==> src/rtl/alu_or_pkg.sv <==
`timescale 1ns/1ps
// Package: shared function codes and decoded control bundle for the
// OR-merged ALU slice. Assumes a 4-bit function code.
package alu_or_pkg;

    localparam int FUNC_W = 4;

    typedef enum logic [FUNC_W-1:0] {
        FN_OR    = 4'b0000,
        FN_XOR   = 4'b0001,
        FN_AND   = 4'b0010,
        FN_ANDN  = 4'b0011,
        FN_CMPU  = 4'b0100,
        FN_CMPS  = 4'b0101,
        FN_SUB   = 4'b0110,
        FN_ADD   = 4'b0111,
        FN_SET   = 4'b1000,
        FN_CALL  = 4'b1001,
        FN_SHIFT = 4'b1010,
        FN_ROT   = 4'b1011,
        FN_LDC   = 4'b1100,
        FN_IN    = 4'b1101,
        FN_OUT   = 4'b1110,
        FN_INV   = 4'b1111
    } alu_func_e;

    // Decoded controls shared by all lanes.
    typedef struct packed {
        logic neg;        // invert B, also the adder carry-in
        logic and_en;     // AND lane enable
        logic xor_en;     // XOR lane enable
        logic pass_en;    // pass-B lane enable
        logic add_en;     // adder lane enable
        logic cmp_signed; // adder reports signed less-than
        logic wb_en;      // register writeback strobe
        logic cry_wr;     // carry write strobe
    } alu_ctl_t;

endpackage

==> src/rtl/alu_decoder.sv <==
`timescale 1ns/1ps
// Module: alu_decoder
// Turns the 4-bit function code into lane enables and strobes with
// sum-of-products logic (no lookup table). Assumes func is the raw code
// and rot_via_c only matters for the rotate code.
module alu_decoder
    import alu_or_pkg::*;
(
    input  logic [FUNC_W-1:0] func,
    input  logic              rot_via_c,
    output alu_ctl_t          ctl
);

    logic f0, f1, f2, f3;
    logic bool_grp;
    logic rot_code;

    // Split the code into named bits and group terms.
    always_comb begin
        f0       = func[0];
        f1       = func[1];
        f2       = func[2];
        f3       = func[3];
        bool_grp = ~f3 & ~f2;
        rot_code = f3 & ~f2 & f1 & f0;
    end

    // Product terms for every decoded control.
    always_comb begin
        ctl.add_en     = f2 & ~f3;
        ctl.neg        = (bool_grp & f1 & f0) | (f2 & ~f3 & ~(f1 & f0));
        ctl.and_en     = bool_grp & ~(~f1 & f0);
        ctl.xor_en     = bool_grp & ~f1;
        ctl.pass_en    = f3 & ~f1 & ~(f2 & f0);
        ctl.cmp_signed = (f2 & ~f3) & (f0 & ~f1);
        ctl.wb_en      = ~f2 | (f3 & ~f1) | (~f3 & f1);
        ctl.cry_wr     = (f2 & ~f3) | (rot_code & rot_via_c);
    end

    // Lane exclusivity: the adder never shares the OR with other lanes.
    always_comb begin
        if (ctl.add_en) begin
            AST_ADDER_ALONE: assert (!ctl.and_en && !ctl.xor_en && !ctl.pass_en)
                else $error("adder lane overlaps another lane");
        end
        if (ctl.cmp_signed) begin
            AST_SCMP_ONLY_0101: assert (func == FN_CMPS)
                else $error("signed compare decoded for wrong code");
        end
    end

endmodule

==> src/rtl/alu_logic_lane.sv <==
`timescale 1ns/1ps
// Module: alu_logic_lane
// Gated AND, XOR and pass-B lanes. Each lane drives zero when disabled,
// so the caller can merge lanes with OR. Assumes b_eff is B already
// optionally inverted.
module alu_logic_lane #(
    parameter int W = 16
) (
    input  logic [W-1:0] a,
    input  logic [W-1:0] b_raw,
    input  logic [W-1:0] b_eff,
    input  logic         and_en,
    input  logic         xor_en,
    input  logic         pass_en,
    output logic [W-1:0] lane_or
);

    // Per-bit gated lanes and their local OR.
    for (genvar i = 0; i < W; i++) begin : g_bit
        logic and_bit, xor_bit, pass_bit;
        always_comb begin
            and_bit    = and_en  & a[i] & b_eff[i];
            xor_bit    = xor_en  & (a[i] ^ b_eff[i]);
            pass_bit   = pass_en & b_raw[i];
            lane_or[i] = and_bit | xor_bit | pass_bit;
        end
    end

    // A disabled lane set must contribute nothing.
    always_comb begin
        if (!and_en && !xor_en && !pass_en) begin
            AST_LOGIC_IDLE_ZERO: assert (lane_or == '0)
                else $error("idle logic lanes not zero");
        end
    end

endmodule

==> src/rtl/alu_add_lane.sv <==
`timescale 1ns/1ps
// Module: alu_add_lane
// Gated adder lane. Computes a + b_eff + cin. The flag output is the
// carry, or the signed less-than when cmp_signed is set. Assumes that for
// subtract b_eff is ~B and cin is 1.
module alu_add_lane #(
    parameter int W = 16
) (
    input  logic [W-1:0] a,
    input  logic [W-1:0] b_eff,
    input  logic         cin,
    input  logic         en,
    input  logic         cmp_signed,
    output logic [W-1:0] lane,
    output logic         flag
);

    localparam int MSB = W - 1;

    logic [W:0] sum;
    logic       ovf;

    // Full-width add with carry into bit W.
    always_comb begin
        sum = {1'b0, a} + {1'b0, b_eff} + {{W{1'b0}}, cin};
    end

    // Overflow of the subtract form, and the gated outputs.
    always_comb begin
        ovf  = (a[MSB] == b_eff[MSB]) & (sum[MSB] != a[MSB]);
        lane = en ? sum[MSB:0] : '0;
        flag = cmp_signed ? (sum[MSB] ^ ovf) : sum[W];
    end

    // When disabled the lane contributes nothing to the merge.
    always_comb begin
        if (!en) begin
            AST_ADD_GATED: assert (lane == '0)
                else $error("adder lane leaks while disabled");
        end
    end

endmodule

==> src/rtl/alu_or_merge.sv <==
`timescale 1ns/1ps
// Module: alu_or_merge (top)
// Combinational ALU slice. Decodes the function code, runs the gated
// logic and adder lanes, and merges them with a bitwise OR. Assumes the
// caller registers the outputs; there is no clock or state.
module alu_or_merge
    import alu_or_pkg::*;
#(
    parameter int W = 16
) (
    input  logic [W-1:0]      op_a,
    input  logic [W-1:0]      op_b,
    input  logic [FUNC_W-1:0] func,
    input  logic              carry_in,
    input  logic              rot_via_c,
    output logic [W-1:0]      result,
    output logic              carry_out,
    output logic              reg_wr_en,
    output logic              carry_wr_en
);

    alu_ctl_t     ctl;
    logic [W-1:0] b_eff;
    logic [W-1:0] logic_out;
    logic [W-1:0] add_out;
    logic         add_flag;

    alu_decoder i_dec (
        .func      (func),
        .rot_via_c (rot_via_c),
        .ctl       (ctl)
    );

    // Shared optional inversion of B.
    always_comb begin
        b_eff = ctl.neg ? ~op_b : op_b;
    end

    alu_logic_lane #(.W(W)) i_logic (
        .a       (op_a),
        .b_raw   (op_b),
        .b_eff   (b_eff),
        .and_en  (ctl.and_en),
        .xor_en  (ctl.xor_en),
        .pass_en (ctl.pass_en),
        .lane_or (logic_out)
    );

    alu_add_lane #(.W(W)) i_add (
        .a          (op_a),
        .b_eff      (b_eff),
        .cin        (ctl.neg),
        .en         (ctl.add_en),
        .cmp_signed (ctl.cmp_signed),
        .lane       (add_out),
        .flag       (add_flag)
    );

    // OR-merge of lanes and selection of the carry source.
    always_comb begin
        result      = logic_out | add_out;
        carry_out   = ctl.add_en ? add_flag : carry_in;
        reg_wr_en   = ctl.wb_en;
        carry_wr_en = ctl.cry_wr;
    end

    // Port-level rules tied to the function code.
    always_comb begin
        if (func inside {FN_SHIFT, FN_ROT, FN_IN, FN_OUT, FN_INV}) begin
            AST_CLEAR_ZERO: assert (result == '0)
                else $error("clear code produced nonzero result");
        end
        if (func inside {FN_SET, FN_CALL, FN_LDC}) begin
            AST_PASS_B: assert (result == op_b)
                else $error("pass code did not return B");
        end
        if (func inside {FN_CMPU, FN_CMPS, FN_OUT, FN_INV}) begin
            AST_NO_WB: assert (!reg_wr_en)
                else $error("writeback on non-writing code");
        end
        if (carry_wr_en) begin
            AST_CRY_WR_CODES: assert (func[3:2] == 2'b01 || (func == FN_ROT && rot_via_c))
                else $error("carry write on wrong code");
        end
        if (func[2] == func[3]) begin
            AST_CARRY_HOLD: assert (carry_out == carry_in)
                else $error("carry changed on non-arithmetic code");
        end
    end

endmodule

==> config.mk <==
export PLATFORM = sky130hd
export DESIGN_NAME = alu_or_merge
export DESIGN_NICKNAME = d
export VERILOG_FILES = /design/src/rtl/alu_or_pkg.sv /design/src/rtl/alu_decoder.sv /design/src/rtl/alu_logic_lane.sv /design/src/rtl/alu_add_lane.sv /design/src/rtl/alu_or_merge.sv
export SDC_FILE = /design/constraint.sdc
export NUM_CORES = 1
export LEC_CHECK = 0
export BUFFER_PORTS_ARGS = -buffer_cell sky130_fd_sc_hd__buf_2
export CORE_AREA = 2 2 58 60
export DETAILED_ROUTE_END_ITERATION = 8
export DIE_AREA = 0 0 60 62
export PLACE_DENSITY = 0.82
export SLEW_MARGIN = 25
export SYNTH_ARGS = -nofsm -noshare
export SYNTH_HDL_FRONTEND = slang
export SYNTH_SLANG_ARGS = --single-unit
==> constraint.sdc <==
create_clock -name vclk -period 3.4
set_input_delay 0.17 -clock vclk [all_inputs]
set_output_delay 0.17 -clock vclk [all_outputs]
set_load 0.02 [all_outputs]
==> results of run 1 <==
==> path summary, 6_finish.rpt <==
| check | end | slack (ns) | startpoint |
|---|---|---|---|
| worst min-delay path | result[13] | 0.70 | op_a[13] |
| worst max-delay path | result[14] | 0.15 | func[3] |
==> synthesized netlist by cell type (all sizes together) (5+ instances only) <==
master / instances / area [sq um]
a21oi: 17 / 85.1
a31oi: 9 / 56.3
buf: 5 / 30.0
clkbuf: 7 / 26.3
o21ai: 27 / 139
a22o: 6 / 52.6
nand4: 5 / 31.3
nor3: 11 / 60.1
nand2: 24 / 92.6
o21a: 5 / 37.5
nor2: 13 / 51.3
xnor2: 18 / 158
inv: 5 / 18.8
ha: 20 / 250
==> metrics by stage <==
| stage | worst slack (ns) | instance area [sq um] | util [%] | std cells |
|---|---|---|---|---|
| finish | 0.150 | 1950 | 61.4 | 331 |
| global route | 0.0134 | 1950 | 61.4 | 331 |
| CTS | 0.131 | 1920 | 60.3 | 329 |
| detailed placement | 0.149 | 1920 | 60.3 | 329 |
| global placement | 0.202 | 1920 | 60.3 | 329 |
| floorplan | 0.387 | 1580 | - | 231 |
==> kinds of logic (layout without fill, tap and decap cells) <==
logic type	after synthesis	count (layout)	share of synthesized area, %
XOR/XNOR	22	22	12.2
multiplexers	4	4	3.41
AND/OR/NAND/NOR	73	73	23.2
AO/OA/AOI/OAI	94	94	39.3
adder cells (fa/ha/maj)	21	21	17.1
buffers and inverters	17	71	4.76
==> metal layers <==
layer | global-route usage [%] | vias up | share of wire (%)
li1 | - | 984 | -
met1 | 33.7 | 918 | 47
met2 | 41.1 | 69 | 47
met3 | 0.621 | 0 | 6.0
met4 | 1.27 | 0 | 0
met5 | 0 | - | 0
==> power by group <==
part	leakage, nW	total, mW	internal (mW)	switching (mW)
sequential	0	0	0	0
clock	0	0	0	0
combinational	0.875	0.490	0.201	0.289
total	0.875	0.490	0.201	0.289
==> layout make-up <==
class | count | area share (%)
multi-input combinational | 214 | 77.8
inverter | 5 | 0.962
timing repair buffer | 66 | 18.3
tap | 46 | 2.95
==> timing repair <==
item                       4_1_cts  5_1_grt
setup endpoints to repair        0        4
setup buffers                    0        2
resized for setup                0        4
==> cell usage in the layout (no fill, tap or decap), types with 5 or more instances in the layout <==
cell and count:
o21ai_1 10, a21oi_1 17, nor2_1 12, o21a_1 5
a22o_1 6, buf_4 8, nand2_1 23, ha_1 20
nor3_1 10, a31oi_1 9, inv_1 5, o21ai_0 16
nand4_1 5, buf_2 57, xnor2_1 18
==> impl_metrics.json, run 1 <==
{
  "outcome": "finished clean",
  "setup_viol": 0,
  "nClkBuffers": 0,
  "grt_pass1_vias": 1664,
  "vias": 1971,
  "max_cap_viol_count": 0,
  "grt_max_degree": 24,
  "seq_area_frac_synth_pct": 0,
  "area_growth_pct": 23.7,
  "worstPathMaxFanout": 12,
  "core_sq_um": 3180,
  "path_delay_family": "compound AO/OA/AOI/OAI gates",
  "grt_overflow": 0,
  "vias_per_cell": 5.95,
  "drc": 0,
  "worst_pin_slew_ns": 0.922,
  "crit_required_ns": 3.23,
  "power_uw": 490,
  "syn-num-nets": 290,
  "finalHoldViolations": 0,
  "rows": 21,
  "synth_area_sq_um": 1580,
  "finalCriticalPeriod_ns": 3.25,
  "finalWirelength_microns": 4520,
  "antenna_found_initial": 0,
  "cp.depth": 14,
  "cp_num_buf_inv": 3,
  "crit_type": "input port to primary output",
  "diodes": 0,
  "cts_hold_buffers": 0,
  "ant_nets": 0,
  "die_x_microns": 60,
  "numPortBuffers": 57,
  "fin_crit_sh_pct": 95.6,
  "worstPathCellList": "buf_2 > and2b_4 > mux2i_4 > buf_4 > o21a_1 > fa_1 > nand3b_1 > a21o_1 > a21oi_1 > o41ai_4 > o21ai_1 > xnor2_1 > o21ai_1 > buf_2",
  "max_stage_delay_ns": 0.42,
  "holdPathStages": 4,
  "drt-initial-drc-count": 110,
  "gp_congestion": 0.870,
  "dp_hpwl_microns": 3410,
  "nets": 346,
  "cp-end-kind": "primary output",
  "irDropWorstVdd_mv": 0.103,
  "grt_setup_unrepaired": "false",
  "drt_first_pass_iters": 4,
  "fp.dieH_microns": 62,
  "leakage_nw": 0.875,
  "setup_tns_ns": 0,
  "max_freq_mhz": 308,
  "floorplan.initialDensity_pct": 49.6,
  "slew-limit-headroom_pct": 38.6,
  "seq_cells": 0,
  "crit_slowest_cell": "fa_1",
  "avgSynthCellArea_sq_um": 6.83,
  "grt_use_total_pct": 23.5,
  "grt_pass1_wl_microns": 7130,
  "die-area_sq_um": 3720,
  "hold_path_class": "input port to primary output",
  "wl_per_cell_microns": 13.7,
  "arrival_ns": 3.08,
  "nFillCells": 315,
  "syn_inst": 231,
  "whs_ns": 0.703,
  "yosys_warnings": 0,
  "worstSetupStartpointType": "input port",
  "ys_types": 51,
  "slew_violations": 0,
  "seqCellArea_sq_um": 0,
  "multi_input_area_sq_um": 1520,
  "cellPowerDensity_nw_per_um2": 251,
  "num_io_pins": 57,
  "drive_gt1_share_pct": 26.7
}
No activity file was read; power rests on OpenSTA's default activity.
==> run 2: changes to the inputs <==
Settings changed: CORE_AREA 2 2 58 60 to 2 2 61 57, DIE_AREA 0 0 60 62 to 0 0 63 59.
==> run 2 against run 1 <==
Hold slack got worse by 0.010 ns. Count of clock-buffer cells in the layout is the same. Routed wire length grew 2.6%. Sequential share of layout area unchanged. Via count up 0.91%. Final area is 0.19% lower. Total power rose by 0.63%. Worst setup slack gained 0.040 ns. Critical path type unchanged. Largest cell class unchanged.
==> impl_metrics.json, run 2 (same netlist as run 1, synthesis figures left out) <==
{
  "outcome": "finished clean",
  "whs_ns": 0.693,
  "grt_use_total_pct": 23.8,
  "drive_gt1_share_pct": 26.8,
  "slew_violations": 0,
  "dp_hpwl_microns": 3480,
  "layout_common_cells": "buf_2 (57), nand2_1 (23), ha_1 (19)",
  "grt_overflow": 0,
  "max_cap_viol_count": 0,
  "hold_path_class": "input port to primary output",
  "worstPathMaxFanout": 12,
  "worstPathCellList": "buf_2 > and2b_4 > mux2i_4 > xor2_1 > inv_1 > ha_1 > nand3b_1 > o21ai_2 > nor3_1 > or4_1 > o21a_1 > o21ai_1 > buf_2",
  "max_freq_mhz": 312,
  "crit_required_ns": 3.23,
  "diodes": 0,
  "arrival_ns": 3.04,
  "leakage_nw": 0.867,
  "grt_pass1_wl_microns": 7500,
  "nClkBuffers": 0,
  "floorplan.initialDensity_pct": 52.3,
  "fp.dieH_microns": 59,
  "rows": 19,
  "num_io_pins": 57,
  "worstSetupStartpointType": "input port",
  "cellPowerDensity_nw_per_um2": 253,
  "final_common_cell": "buf_2",
  "slew-limit-headroom_pct": 56.5,
  "drt_first_pass_iters": 5,
  "max_stage_delay_ns": 0.47,
  "cts_hold_buffers": 0,
  "vias": 1989,
  "drt-initial-drc-count": 94,
  "vias_per_cell": 6.10,
  "ant_nets": 0,
  "setup_tns_ns": 0,
  "wl_per_cell_microns": 14.2,
  "drc": 0,
  "irDropWorstVdd_mv": 0.143,
  "nets": 345,
  "numPortBuffers": 57,
  "finalHoldViolations": 0,
  "finalWirelength_microns": 4640,
  "gp_congestion": 0.955,
  "finalCriticalPeriod_ns": 3.21,
  "grt_max_degree": 19,
  "worst_pin_slew_ns": 0.652,
  "setup_viol": 0,
  "area_growth_pct": 23.5,
  "crit_type": "input port to primary output",
  "fin_crit_sh_pct": 94.4,
  "cp-end-kind": "primary output",
  "path_common_cell": "buf_2",
  "core_sq_um": 3020,
  "antenna_found_initial": 0,
  "crit_slowest_cell": "or4_1",
  "die-area_sq_um": 3720,
  "grt_setup_unrepaired": "false",
  "die_x_microns": 63,
  "seqCellArea_sq_um": 0,
  "seq_cells": 0,
  "grt_pass1_vias": 1722
}
-- run 2: repair_timing --
| item | 4_1_cts | 5_1_grt |
|---|---|---|
| endpoints found under the hold margin | 0 | 0 |
| buffers inserted | 0 | 1 |
| setup endpoints to repair | 0 | 7 |
| resized for setup | 0 | 4 |
-- run 2: report_power, final --
| group | switching [mW] | internal [mW] | leakage (nW) |
|---|---|---|---|
| registers | 0 | 0 | 0 |
| logic | 0.293 | 0.200 | 0.867 |
| clock network | 0 | 0 | 0 |
-- run 2: final timing paths --
| kind | start | end | slack [ns] | cells after the start |
|---|---|---|---|---|
| hold / removal | op_b[4] | result[4] | 0.69 | 3 |
| setup / recovery | func[3] | result[11] | 0.19 | 13 |
-- run 2: critical path: cells and delay by family --
family | cells | cell delay [ns]
AO/OA/AOI/OAI | 3 | 0.45
XOR/XNOR | 1 | 0.33
adder cells (fa/ha/maj) | 1 | 0.36
buffers and inverters | 3 | 0.50
multiplexers | 1 | 0.27
AND/OR/NAND/NOR | 4 | 0.96
-- run 2: stage by stage --
step | instances | setup WS (ns) | util, % | power, mW | cell area, sq um
floorplan | 231 | 0.387 | - | 0.343 | 1580
global placement | 324 | 0.184 | 63.1 | 0.462 | 1900
detailed placement | 324 | 0.140 | 63.1 | 0.470 | 1900
CTS | 324 | 0.127 | 63.1 | 0.473 | 1900
global route | 326 | 0.00592 | 64.5 | 0.544 | 1950
finish | 326 | 0.190 | 64.5 | 0.493 | 1950
-- run 2: metal layers --
layer | GRT usage (%) | part of all wire, %
met1 | 34.0 | 45
met4 | 2.22 | 1.0
met5 | 0 | 0
met3 | 0.190 | 5.3
met2 | 42.1 | 49
-- run 2: layout make-up --
class                           count  area, sq um
Inverter                            5         18.8
Multi-Input combinational cell    215         1540
Timing Repair Buffer               64          342
Tap cell                           42         52.6
Fill cell                         298         1070
